[src/rtl/lsw_pkg.sv]
package lsw_pkg;
    localparam int DW       = 32;
    localparam int LANES    = DW / 8;
    localparam int LOFF_W   = $clog2(LANES);
    localparam int RIDX_W   = 4;
    localparam int IMM_W    = 12;
    localparam int INSTR_W  = 28;
    localparam logic [RIDX_W-1:0] PC_IDX = RIDX_W'(15);

    typedef enum logic [1:0] {ST_IDLE, ST_REQ, ST_WAIT} lsw_state_e;

    typedef struct packed {
        logic              reg_sel;
        logic              pre;
        logic              up;
        logic              wr_back;
        logic [RIDX_W-1:0] rn;
        logic [RIDX_W-1:0] rd;
        logic [IMM_W-1:0]  imm;
    } ld_fields_t;

    typedef struct packed {
        logic [DW-1:0]     acc_addr;
        logic [DW-1:0]     end_addr;
        logic              wb;
        logic [RIDX_W-1:0] rn;
        logic [RIDX_W-1:0] rd;
    } ld_ctx_t;

    function automatic logic is_word_load(input logic [INSTR_W-1:0] ins);
        return (ins[27:26] == 2'b01) && !ins[22] && ins[20];
    endfunction

    function automatic ld_fields_t split_fields(input logic [INSTR_W-1:0] ins);
        ld_fields_t f;
        f.reg_sel = ins[25];
        f.pre     = ins[24];
        f.up      = ins[23];
        f.wr_back = ins[21];
        f.rn      = ins[19:16];
        f.rd      = ins[15:12];
        f.imm     = ins[11:0];
        return f;
    endfunction
endpackage

[src/rtl/lsw_addr.sv]
module lsw_addr
    import lsw_pkg::*;
(
    input  logic [INSTR_W-1:0] instr,
    input  logic [DW-1:0]      base_val,
    input  logic [DW-1:0]      reg_off,
    output logic               is_load,
    output ld_ctx_t            ctx
);
    ld_fields_t    f;
    logic [DW-1:0] off;
    logic [DW-1:0] idx_addr;

    always_comb begin
        f        = split_fields(instr);
        is_load  = is_word_load(instr);
        off      = f.reg_sel ? reg_off : {{(DW-IMM_W){1'b0}}, f.imm};
        idx_addr = f.up ? (base_val + off) : (base_val - off);
        ctx.acc_addr = f.pre ? idx_addr : base_val;
        ctx.end_addr = idx_addr;
        ctx.wb       = f.wr_back || !f.pre;
        ctx.rn       = f.rn;
        ctx.rd       = f.rd;
    end
endmodule

[src/rtl/lsw_rotate.sv]
module lsw_rotate
    import lsw_pkg::*;
(
    input  logic [DW-1:0]     din,
    input  logic [LOFF_W-1:0] sel,
    output logic [DW-1:0]     dout
);
    for (genvar i = 0; i < LANES; i++) begin : g_lane
        logic [LOFF_W-1:0] src;
        assign src = LOFF_W'(i) + sel;
        assign dout[i*8 +: 8] = din[{src, 3'b000} +: 8];
    end
endmodule

[src/rtl/lsw_ctrl.sv]
module lsw_ctrl
    import lsw_pkg::*;
(
    input  logic              clk,
    input  logic              rst,
    input  logic              issue,
    input  logic              cond_ok,
    input  logic              is_load,
    input  ld_ctx_t           ctx_in,
    input  logic              mem_rvalid,
    input  logic [DW-1:0]     rot_data,
    output logic [LOFF_W-1:0] rot_sel,
    output logic              ready,
    output logic              mem_req,
    output logic [DW-1:0]     mem_addr,
    output logic              rd_we,
    output logic [RIDX_W-1:0] rd_idx,
    output logic [DW-1:0]     rd_val,
    output logic              rn_we,
    output logic [RIDX_W-1:0] rn_idx,
    output logic [DW-1:0]     rn_val,
    output logic              br_req,
    output logic [DW-1:0]     br_target
);
    lsw_state_e state;
    ld_ctx_t    ctx;

    assign ready    = (state == ST_IDLE);
    assign mem_req  = (state == ST_REQ);
    assign mem_addr = {ctx.acc_addr[DW-1:LOFF_W], {LOFF_W{1'b0}}};
    assign rot_sel  = ctx.acc_addr[LOFF_W-1:0];

    always_ff @(posedge clk) begin
        if (rst) begin
            state     <= ST_IDLE;
            ctx       <= '0;
            rd_we     <= 1'b0;
            rd_idx    <= '0;
            rd_val    <= '0;
            rn_we     <= 1'b0;
            rn_idx    <= '0;
            rn_val    <= '0;
            br_req    <= 1'b0;
            br_target <= '0;
        end else begin
            rd_we  <= 1'b0;
            rn_we  <= 1'b0;
            br_req <= 1'b0;
            unique case (state)
                ST_IDLE: begin
                    if (issue && cond_ok && is_load) begin
                        ctx   <= ctx_in;
                        state <= ST_REQ;
                    end
                end
                ST_REQ: state <= ST_WAIT;
                ST_WAIT: begin
                    if (mem_rvalid) begin
                        state <= ST_IDLE;
                        if (ctx.rd == PC_IDX) begin
                            br_req    <= 1'b1;
                            br_target <= rot_data;
                        end else begin
                            rd_we  <= 1'b1;
                            rd_idx <= ctx.rd;
                            rd_val <= rot_data;
                        end
                        if (ctx.wb && (ctx.rn != ctx.rd)) begin
                            rn_we  <= 1'b1;
                            rn_idx <= ctx.rn;
                            rn_val <= ctx.end_addr;
                        end
                    end
                end
                default: state <= ST_IDLE;
            endcase
        end
    end
endmodule

[src/rtl/word_load_unit.sv]
module word_load_unit
    import lsw_pkg::*;
(
    input  logic               clk,
    input  logic               rst,
    input  logic               issue,
    input  logic               cond_ok,
    input  logic [INSTR_W-1:0] instr,
    input  logic [DW-1:0]      base_val,
    input  logic [DW-1:0]      reg_off,
    output logic               ready,
    output logic               mem_req,
    output logic [DW-1:0]      mem_addr,
    input  logic [DW-1:0]      mem_rdata,
    input  logic               mem_rvalid,
    output logic               rd_we,
    output logic [RIDX_W-1:0]  rd_idx,
    output logic [DW-1:0]      rd_val,
    output logic               rn_we,
    output logic [RIDX_W-1:0]  rn_idx,
    output logic [DW-1:0]      rn_val,
    output logic               br_req,
    output logic [DW-1:0]      br_target
);
    logic              is_load;
    ld_ctx_t           ctx_in;
    logic [LOFF_W-1:0] rot_sel;
    logic [DW-1:0]     rot_data;

    lsw_addr u_addr (
        .instr    (instr),
        .base_val (base_val),
        .reg_off  (reg_off),
        .is_load  (is_load),
        .ctx      (ctx_in)
    );

    lsw_rotate u_rot (
        .din  (mem_rdata),
        .sel  (rot_sel),
        .dout (rot_data)
    );

    lsw_ctrl u_ctrl (
        .clk        (clk),
        .rst        (rst),
        .issue      (issue),
        .cond_ok    (cond_ok),
        .is_load    (is_load),
        .ctx_in     (ctx_in),
        .mem_rvalid (mem_rvalid),
        .rot_data   (rot_data),
        .rot_sel    (rot_sel),
        .ready      (ready),
        .mem_req    (mem_req),
        .mem_addr   (mem_addr),
        .rd_we      (rd_we),
        .rd_idx     (rd_idx),
        .rd_val     (rd_val),
        .rn_we      (rn_we),
        .rn_idx     (rn_idx),
        .rn_val     (rn_val),
        .br_req     (br_req),
        .br_target  (br_target)
    );
endmodule

[config.mk]
export PLATFORM = sky130hd
export DESIGN_NAME = word_load_unit
export DESIGN_NICKNAME = d
export VERILOG_FILES = /design/src/rtl/lsw_pkg.sv /design/src/rtl/lsw_addr.sv /design/src/rtl/lsw_rotate.sv /design/src/rtl/lsw_ctrl.sv /design/src/rtl/word_load_unit.sv
export SDC_FILE = /design/constraint.sdc
export NUM_CORES = 1
export LEC_CHECK = 0
export ABC_AREA = 1
export CAP_MARGIN = 5
export CELL_PAD_IN_SITES_DETAIL_PLACEMENT = 1
export CELL_PAD_IN_SITES_GLOBAL_PLACEMENT = 1
export CORE_ASPECT_RATIO = 0.6
export CORE_UTILIZATION = 37
export CTS_CLUSTER_DIAMETER = 50
export CTS_CLUSTER_SIZE = 28
export DETAILED_ROUTE_END_ITERATION = 8
export GPL_ROUTABILITY_DRIVEN = 0
export PLACE_DENSITY_LB_ADDON = 0.1
export SLEW_MARGIN = 5
export SYNTH_ARGS = -nofsm -noshare
export SYNTH_HDL_FRONTEND = slang
export SYNTH_SLANG_ARGS = --single-unit
[constraint.sdc]
create_clock -name clk -period 7.2 [get_ports clk]
set_input_delay 1.08 -clock clk [delete_from_list [all_inputs] [get_ports clk]]
set_output_delay 1.08 -clock clk [all_outputs]
set_load 0.03 [all_outputs]
After elaboration in Yosys (flattened, before gate mapping)
Index checks and enable logic that the tools add are counted.
{"block": "classes", "add_sub_neg": 5, "mul": 0, "n_div": 0, "order_cmp": 0, "n_eq_ne": 7, "shift": 4, "n_mux": 9, "n_bitwise": 3, "n_reduce_logical": 15}
{"cell": "32-bit by 6-bit indexed part select with 8-bit output", "count": 4}
{"cell": "32-bit 2-to-1 mux", "count": 3}
{"cell": "32-bit adder", "count": 1}
{"cell": "32-bit subtractor", "count": 1}
{"cell": "3-bit AND reduction", "count": 3}
{"cell": "2-bit one-hot mux with 3 select lines", "count": 1}
{"cell": "1-bit logical AND", "count": 5}
{"cell": "2-bit adder, first input constant", "count": 2}
{"cell": "2-bit by 1-bit == test with 1-bit output, second input constant", "count": 2}
{"cell": "4-bit == test, second input constant", "count": 1}
{"cell": "2-bit 2-to-1 mux", "count": 2}
{"cell": "4-bit inequality test", "count": 1}
{"cell": "2-bit AND reduction", "count": 2}
{"cell": "1-bit 2-to-1 mux", "count": 3}
{"cell": "1-bit NOT", "count": 3}
{"cell": "3-bit OR reduction", "count": 1}
{"cell": "1-bit by 2-bit adder with 2-bit output, first input constant", "count": 1}
{"cell": "2-bit == test, second input constant", "count": 1}
{"cell": "1-bit zero test", "count": 2}
{"cell": "2-bit zero test", "count": 1}
{"cell": "2-bit by 1-bit inequality test with 1-bit output, second input constant", "count": 1}
{"cell": "2-bit inequality test, second input constant", "count": 1}
{"cell": "1-bit logical OR", "count": 1}
{"block": "totals", "regBits": 182, "latch_bits": 0, "ram_bits": 0, "rom_bits": 0, "input_bits": 129, "output_inout_bits": 141, "wordCells": 57, "mem_count": 0}

Longest topological paths before layout
Gate-level depths: netlist (run 1).
{"block": "depth", "ltp_word": 6, "depth_mapped": 27, "mapped_depth_nobuf": 27}

By module
A second synthesis (run 1) with hierarchy kept.
{"block": "hier_totals", "cells_unflattened": 1861, "area_unflattened_um2": 11725.0}
{"mod": "lsw_ctrl", "n_inst": 1, "cells_per_inst": 884, "area_per_inst_um2": 6836.6, "seq_area_each_um2": 3643.5}
{"mod": "lsw_addr", "n_inst": 1, "cells_per_inst": 749, "area_per_inst_um2": 3873.7, "seq_area_each_um2": 0.0}
{"mod": "lsw_rotate", "n_inst": 1, "cells_per_inst": 228, "area_per_inst_um2": 1014.7, "seq_area_each_um2": 0.0}

Worst setup path before layout (run 1)
OpenSTA, ideal clock, no wires.
{"block": "synth_timing", "path_type": "input -> register", "start": "in instr[25]", "end": "reg u_ctrl.ctx, in the netlist u_ctrl.mem_addr[31]", "setup_ps": 131, "arrival_ps": 3737, "t_required_ps": 7069, "setup_slack_ps": 3333, "cell_stages": 25, "path_buffers": 1, "cell_sequence": "buf_6 nand2_1 o21ai_1 ha_1 inv_1 nor2_1 nand4_1 nor2_2 nand3_2 o21ai_2 o21ai_1 xor2_1 ha_1 nand2_1 inv_1 a21oi_1 nand2_1 nand2_1 nand2_1 a21oi_1 inv_1 nand2_1 nand3_1 nand2_1 a21oi_2"}
{"block": "synth_between", "elab_chain_cells": 4, "elab_cells_between_ends": 5, "cone_classes": "add/sub: 2; mux: 3"}
{"element": "start: declaration", "line": "word_load_unit.sv:8", "rtl": "input logic [INSTR_W-1:0] instr,"}
{"element": "32-bit 2-to-1 mux (*)", "line": "lsw_addr.sv:17", "rtl": "off = f.reg_sel ? reg_off : {{(DW-IMM_W){1'b0}}, f.imm};"}
{"element": "32-bit subtractor or 32-bit adder (tied branches)", "line": "lsw_addr.sv:18", "rtl": "idx_addr = f.up ? (base_val + off) : (base_val - off);"}
{"element": "32-bit 2-to-1 mux (*)", "line": "lsw_addr.sv:18"}
{"element": "32-bit 2-to-1 mux (*)", "line": "lsw_addr.sv:19", "rtl": "ctx.acc_addr = f.pre ? idx_addr : base_val;"}
{"element": "end signal: assignment", "line": "lsw_ctrl.sv:52", "rtl": "ctx <= ctx_in;"}
{"element": "end: declaration", "line": "lsw_ctrl.sv:26", "rtl": "ld_ctx_t ctx;"}
Mark *: on every way between the ends. The rest lies on a longest branch, timed or not.
A chain may end at the register's enable or synchronous reset.

Worst setup path after layout (run 1)
{"block": "layout_timing", "start": "in instr[25]", "end": "reg u_ctrl.ctx[38] in the netlist's numbering"}
{"block": "layout_between", "elab_chain_cells": 3, "elab_cells_between_ends": 4, "cone_classes": "add/sub: 2; mux: 2"}
{"element": "32-bit 2-to-1 mux (*)", "line": "lsw_addr.sv:17"}
{"element": "32-bit subtractor or 32-bit adder (tied branches)", "line": "lsw_addr.sv:18"}
{"element": "32-bit 2-to-1 mux (*)", "line": "lsw_addr.sv:18"}
Marks and branches as above.

==> results of run 1 <==
## power groups by stage
stage               Clock (mW)  Combinational (mW)  Sequential, mW
finish                   0.968               0.606            1.02
global route              1.03               0.663            1.02
CTS                      0.987               0.595            1.02
detailed placement           0               0.590            1.04
global placement             0               0.578            1.04
floorplan                    0               0.364            1.04
## final cells by class
type | instances | area, um2
multi-input cells | 1170 | 5920
inverters | 164 | 617
flip-flops and latches | 182 | 3640
well taps | 367 | 459
clock inverters | 14 | 168
fillers | 3616 | 14000
clock buffers | 17 | 425
repair buffers | 279 | 2760
## through the flow
step                hold slack, ns  power, mW  setup WS [ns]  utilization (%)  cells
floorplan                    0.430       1.40           3.33                -   1627
global placement             0.441       1.62           1.84             47.9   2162
detailed placement           0.450       1.63           1.59             47.9   2162
CTS                          0.454       2.60           2.07             50.0   2193
global route                 0.485       2.71           1.60             50.0   2193
finish                       0.456       2.59           1.96             50.0   2193
## state kept, by name, summed over array words and instances (netlist names)
| register | flops |
|---|---|
| u_ctrl.br_req | 1 |
| u_ctrl.br_target | 32 |
| u_ctrl.ctx | 41 |
| u_ctrl.mem_addr | 30 |
| u_ctrl.rd_idx | 4 |
| u_ctrl.rd_val | 32 |
| u_ctrl.rd_we | 1 |
| u_ctrl.rn_idx | 4 |
| u_ctrl.rn_val | 32 |
| u_ctrl.rn_we | 1 |
| u_ctrl.rot_sel | 2 |
| u_ctrl.state | 2 |
## critical path: cells and delay by family
family,cells,cell delay (ns)
compound gates,4,0.75
xor+xnor,1,0.18
fa+ha+maj,2,0.55
buf+inv,4,0.93
simple gates,12,2.07
## cells by family (layout without fill, tap and decap cells)
| group | after synthesis | in the layout | share of synthesized area [%] |
|---|---|---|---|
| simple gates | 669 | 669 | 25.1 |
| other cells | 1 | 2 | 0.0350 |
| buf+inv | 275 | 474 | 11.0 |
| fa+ha+maj | 38 | 38 | 4.51 |
| compound gates | 395 | 395 | 19.7 |
| xor+xnor | 50 | 50 | 4.09 |
| mux | 16 | 16 | 1.50 |
| flops | 182 | 182 | 34.0 |
## worst max-delay path by stage
stage | endpoint | cells past startpoint | from | slack [ns]
after floorplan | u_ctrl.mem_addr[31] | 25 | instr[25] | 3.33
after global placement | u_ctrl.mem_addr[26] | 23 | instr[25] | 1.84
after detailed placement | u_ctrl.ctx[35] | 23 | instr[25] | 1.59
after CTS | u_ctrl.ctx[35] | 23 | instr[25] | 2.07
after global routing | u_ctrl.ctx[38] | 24 | instr[25] | 1.60
final | u_ctrl.ctx[38] | 23 | instr[25] | 1.96
## layer usage
layer | global-route usage, % | part of all wire [%] | vias up
met5 | 0 | 0 | -
met4 | 6.79 | 1.3 | 0
met3 | 5.43 | 5.4 | 36
met2 | 40.6 | 41 | 267
met1 | 41.5 | 52 | 5492
li1 | - | - | 5625
## cell usage after synthesis (2+ instances only)
| library cell | count |
|---|---|
| a31oi_1 | 2 |
| xnor2_1 | 9 |
| nand3_1 | 64 |
| a21o_1 | 3 |
| nor2_2 | 3 |
| clkbuf_1 | 66 |
| nand2_2 | 2 |
| o21ai_0 | 208 |
| nand3_2 | 3 |
| inv_1 | 158 |
| o21a_1 | 3 |
| clkinv_1 | 5 |
| mux2i_1 | 16 |
| o21ai_1 | 5 |
| o211a_1 | 2 |
| nand2_1 | 305 |
| nor2_1 | 261 |
| buf_2 | 2 |
| nand4_1 | 14 |
| nor3_1 | 13 |
| o211ai_1 | 23 |
| xor2_1 | 41 |
| ha_1 | 37 |
| buf_4 | 35 |
| o21bai_1 | 4 |
| buf_1 | 7 |
| a21oi_1 | 139 |
| dfxtp_1 | 182 |
| o21ai_2 | 2 |
==> flow_summary.toml, run 1 <==
[run_status]
status = "finished, final reports clean"

[clock_tree]
cts_max_level = 4
cts_resized = 0
clockRootBuffer = "clkbuf_16"
path_clk_slew_ns = 0.07
cts_tree = "done"
clock-sinks = 182
post-cts-setup-buffers = 0
cts_buffers = 17
insertion_delay_ns = 0.45
clock_path_buffers = 2
hold_buffers = 0

[yosys]
synth_area_um2 = 10700
postSynthCellCount = 1626
synth_ff_type = "dfxtp_1"
synth-seq-cells = 182
yosysTopAreaCell = "dfxtp_1"
yosysWarnings = 0
synth.area.top_cells = "dfxtp_1 (34%), nand2_1 (11%), o21ai_0 (9.7%)"
seq_area_frac_synth_pct = 34.0
synth_edf_count = 0
ys_types = 41
synth_top_cell_area_share_pct = 34.0
syn_avg_cell_area_um2 = 6.58
async_reset_ff_share_pct = 0

[sta]
tightestPinTransition_ns = 1.12
clock_skew_ns = 0.00993
max_freq_mhz = 191
slew_headroom_pct = 25.3
setup_viol = 0
final.setup.tns_ns = 0
hold_violations = 0
period_share_pct = 72.8
min_period_ns = 5.24
slew_viol_final = 0
rsz0062_at_grt = "false"

[routing]
vias = 11400
ant_nets = 0
wirelength_um = 41300
drt-initial-drc-count = 804
route.detailed.drc = 0
drt-pass1-iter-count = 5
avgViaCountPerCell = 5.21
avgRoutedWirePerCell_um = 18.8

[pwr]
ir_drop_mv = 0.123
power.share.sequential_pct = 39.2
clock_power_share_pct = 37.4
swShare_pct = 32.5
combPwrFrac_pct = 23.4
power.density_nw_per_um2 = 185
p_sw_uw = 842
p_int_mw = 1.75
p_leak_nw = 6.23

[floorplanning]
io_pins = 270
placement_rows = 47
dieHeight_um = 134
design.core.area_um2 = 28000
start_util_pct = 38.2
die_area_um2 = 29600
die_width_um = 222

[setup_path]
worstPathCellList = "clkdlybuf4s50_1 -> buf_4 -> nand2_1 -> o21ai_1 -> ha_1 -> inv_1 -> nor2_1 -> nand4_1 -> nor2_2 -> nand3_2 -> o21ai_2 -> o21ai_1 -> xor2_1 -> ha_1 -> nand2_1 -> nor2_1 -> nand2_1 -> nor4_1 -> nand2_1 -> nand3_1 -> nand3_1 -> o211ai_1 -> inv_1"
max_stage_delay_ns = 0.45
critPathSlowestCell = "clkdlybuf4s50_1"
critPathKind = "in -> reg"
rrSetupSlack_ns = 4.41
startpoint_type = "input port"
r2r_start = "u_ctrl.state[1]"
cp_common_cell = "nand2_1"
critPathMaxFanout = 41
cp-end-kind = "flip-flop"
arrival_ns = 5.58
reg2reg_depth = 9
crit_required_ns = 7.53
r2r-end = "u_ctrl.ctx[36]"

[global_route]
antenna_found_initial = 0
grt_pass1_vias = 11300
grt_max_degree = 121
grtUsageTotal_pct = 27.8
grt_pass1_wl_um = 64100
grt.overflow.total = 0

[finish]
final_cell_mix = "nand2_1 (304), clkdlybuf4s50_1 (267), nor2_1 (258)"
syn_to_final_growth_pct = 30.7
nNetsFinal = 1981
layout-drive-gt1-share_pct = 3.67
final_common_cell = "nand2_1"
final_cell_area_um2 = 14000
num_antenna_cells = 0

[place]
place.port_buffers = 267
placed_area_um2 = 13400
dp_hpwl_um = 32000

[min_path]
hold_class = "reg -> reg"
hold_path_end = "u_ctrl.rn_val[7]"
whs_path_depth = 2
min_from = "u_ctrl.ctx[16]"

[flow_run]
drv_cap = 0
Note: power is estimated with default switching activity, not from simulation.
==> inputs of run 2 (changes only) <==
- CORE_UTILIZATION: 37 -> 35
- clock period: 7.2 -> 5.5 ns (I/O delays scaled with it)
==> flow_summary.toml, run 2 (synthesis results as in run 1) <==
[run_status]
status = "finished, final reports clean"

[pwr]
swShare_pct = 31.9
power.density_nw_per_um2 = 243
combPwrFrac_pct = 23.2
p_int_mw = 2.32
ir_drop_mv = 0.188
p_sw_mw = 1.09
clock_power_share_pct = 37.8
p_leak_nw = 6.23
power.share.sequential_pct = 39.0

[setup_path]
cp-end-kind = "flip-flop"
reg2reg_depth = 6
cp_num_cells = 22
critPathKind = "in -> reg"
critPathMaxFanout = 11
critPathSlowestCell = "clkdlybuf4s50_1"
r2r-end = "u_ctrl.rd_val[5]"
arrival_ns = 5.20
r2r_start = "u_ctrl.state[1]"
cp_common_cell = "nand2_1"
crit_required_ns = 5.83
worstPathCellList = "clkdlybuf4s50_1 -> nand2_1 -> o21ai_1 -> ha_1 -> inv_1 -> nor2_1 -> nand4_1 -> nor2_2 -> nand3_2 -> o21ai_2 -> o21ai_1 -> xor2_1 -> ha_1 -> nand2_1 -> nor2_1 -> nand2_1 -> nor4_1 -> nand2_1 -> nand3_1 -> nand3_1 -> o211ai_1 -> inv_1"
critical_path_buf_inv_count = 3
max_stage_delay_ns = 0.70
startpoint_type = "input port"
rrSetupSlack_ns = 2.94
critical_path.top_delay_family = "simple AND/OR/NAND/NOR gates"

[floorplanning]
start_util_pct = 35.6
io_pins = 270
die_area_um2 = 31300
placement_rows = 49
design.core.area_um2 = 30000
die_width_um = 228
dieHeight_um = 137

[finish]
largest_reg_flops = 41
nNetsFinal = 1981
final_cells = 2235
final_cell_mix = "nand2_1 (304), clkdlybuf4s50_1 (266), nor2_1 (258)"
final_common_cell = "nand2_1"
final_core_util_pct = 46.8
layout-drive-gt1-share_pct = 3.72
syn_to_final_growth_pct = 31.3
num_antenna_cells = 0
top_register = "u_ctrl.ctx"

[clock_tree]
clockRootBuffer = "clkbuf_16"
cts_buffers = 17
cts_tree = "done"
clock-sinks = 182
hold_buffers = 0
insertion_delay_ns = 0.44
post-cts-setup-buffers = 0
path_clk_slew_ns = 0.07
clock_path_buffers = 2
cts_resized = 0
cts_max_level = 4

[routing]
avgRoutedWirePerCell_um = 18.5
wirelength_um = 41400
route.detailed.drc = 0
vias = 11300
avgViaCountPerCell = 5.07
ant_nets = 0
drt-initial-drc-count = 749
drt-pass1-iter-count = 5

[sta]
slew_viol_final = 0
clock_skew_ns = 0.00810
hold_violations = 0
tightestPinTransition_ns = 1.15
final.setup.tns_ns = 0
setup_viol = 0
slew_headroom_pct = 22.7
min_period_ns = 4.87
period_share_pct = 88.5
rsz0062_at_grt = "false"
max_freq_mhz = 205

[flow_run]
drv_cap = 0

[global_route]
antenna_found_initial = 0
grt_max_degree = 115
grtUsageTotal_pct = 25.9
grt_pass1_vias = 10800
grt.overflow.total = 0
grt_pass1_wl_um = 62300

[place]
dp_hpwl_um = 32300
place_inst = 2203
place.port_buffers = 267

[min_path]
min_from = "u_ctrl.ctx[22]"
hold_class = "reg -> reg"
whs_path_depth = 2
hold_path_end = "u_ctrl.rn_val[13]"
[run 2: worst min-delay path: stages, from the launching register on]
cell     delay, ns
dfxtp_1       0.30
inv_1         0.06
a21oi_1       0.05
[run 2: layer usage]
metal	part of all wire, %	track usage [%]	wire length [um]
met1	53	39.7	22100
met2	40	36.8	16600
met3	5.2	4.80	2170
met4	1.2	5.52	485
met5	0	0	0
[run 2: how the worst max path moves through the flow]
| stage | start | endpoint |
|---|---|---|
| after global placement | instr[25] | u_ctrl.mem_addr[29] |
| final | instr[25] | u_ctrl.ctx[38] |
| after CTS | instr[25] | u_ctrl.ctx[38] |
| after floorplan | instr[25] | u_ctrl.mem_addr[31] |
| after detailed placement | instr[25] | u_ctrl.ctx[38] |
| after global routing | instr[25] | u_ctrl.ctx[38] |
[run 2: metrics by stage]
step           hold slack [ns]  total power, mW  setup WS (ns)  area [um2]
3_5_place_dp             0.446             2.14          0.328       13500
2_1_floorplan            0.430             1.84           1.89       10700
6_report                 0.453             3.41          0.630       14100
3_3_place_gp             0.442             2.12          0.541       13500
4_1_cts                  0.455             3.42          0.780       14100
5_1_grt                  0.475             3.58          0.276       14100
[run 2: power groups by stage]
stage / clock network, mW / registers [mW] / logic (mW)
floorplan: 0 / 1.36 / 0.476
global placement: 0 / 1.36 / 0.761
detailed placement: 0 / 1.36 / 0.774
CTS: 1.31 / 1.33 / 0.779
global route: 1.37 / 1.33 / 0.871
finish: 1.29 / 1.33 / 0.791
[run 2: area by class of cell]
cell class	instances	area, um2
Clock inverter	14	173
Clock buffer	18	429
Sequential cell	182	3640
Inverter	164	617
Tap cell	408	510
Multi-Input combinational cell	1170	5910
Fill cell	3885	16000
Timing Repair Buffer	279	2770
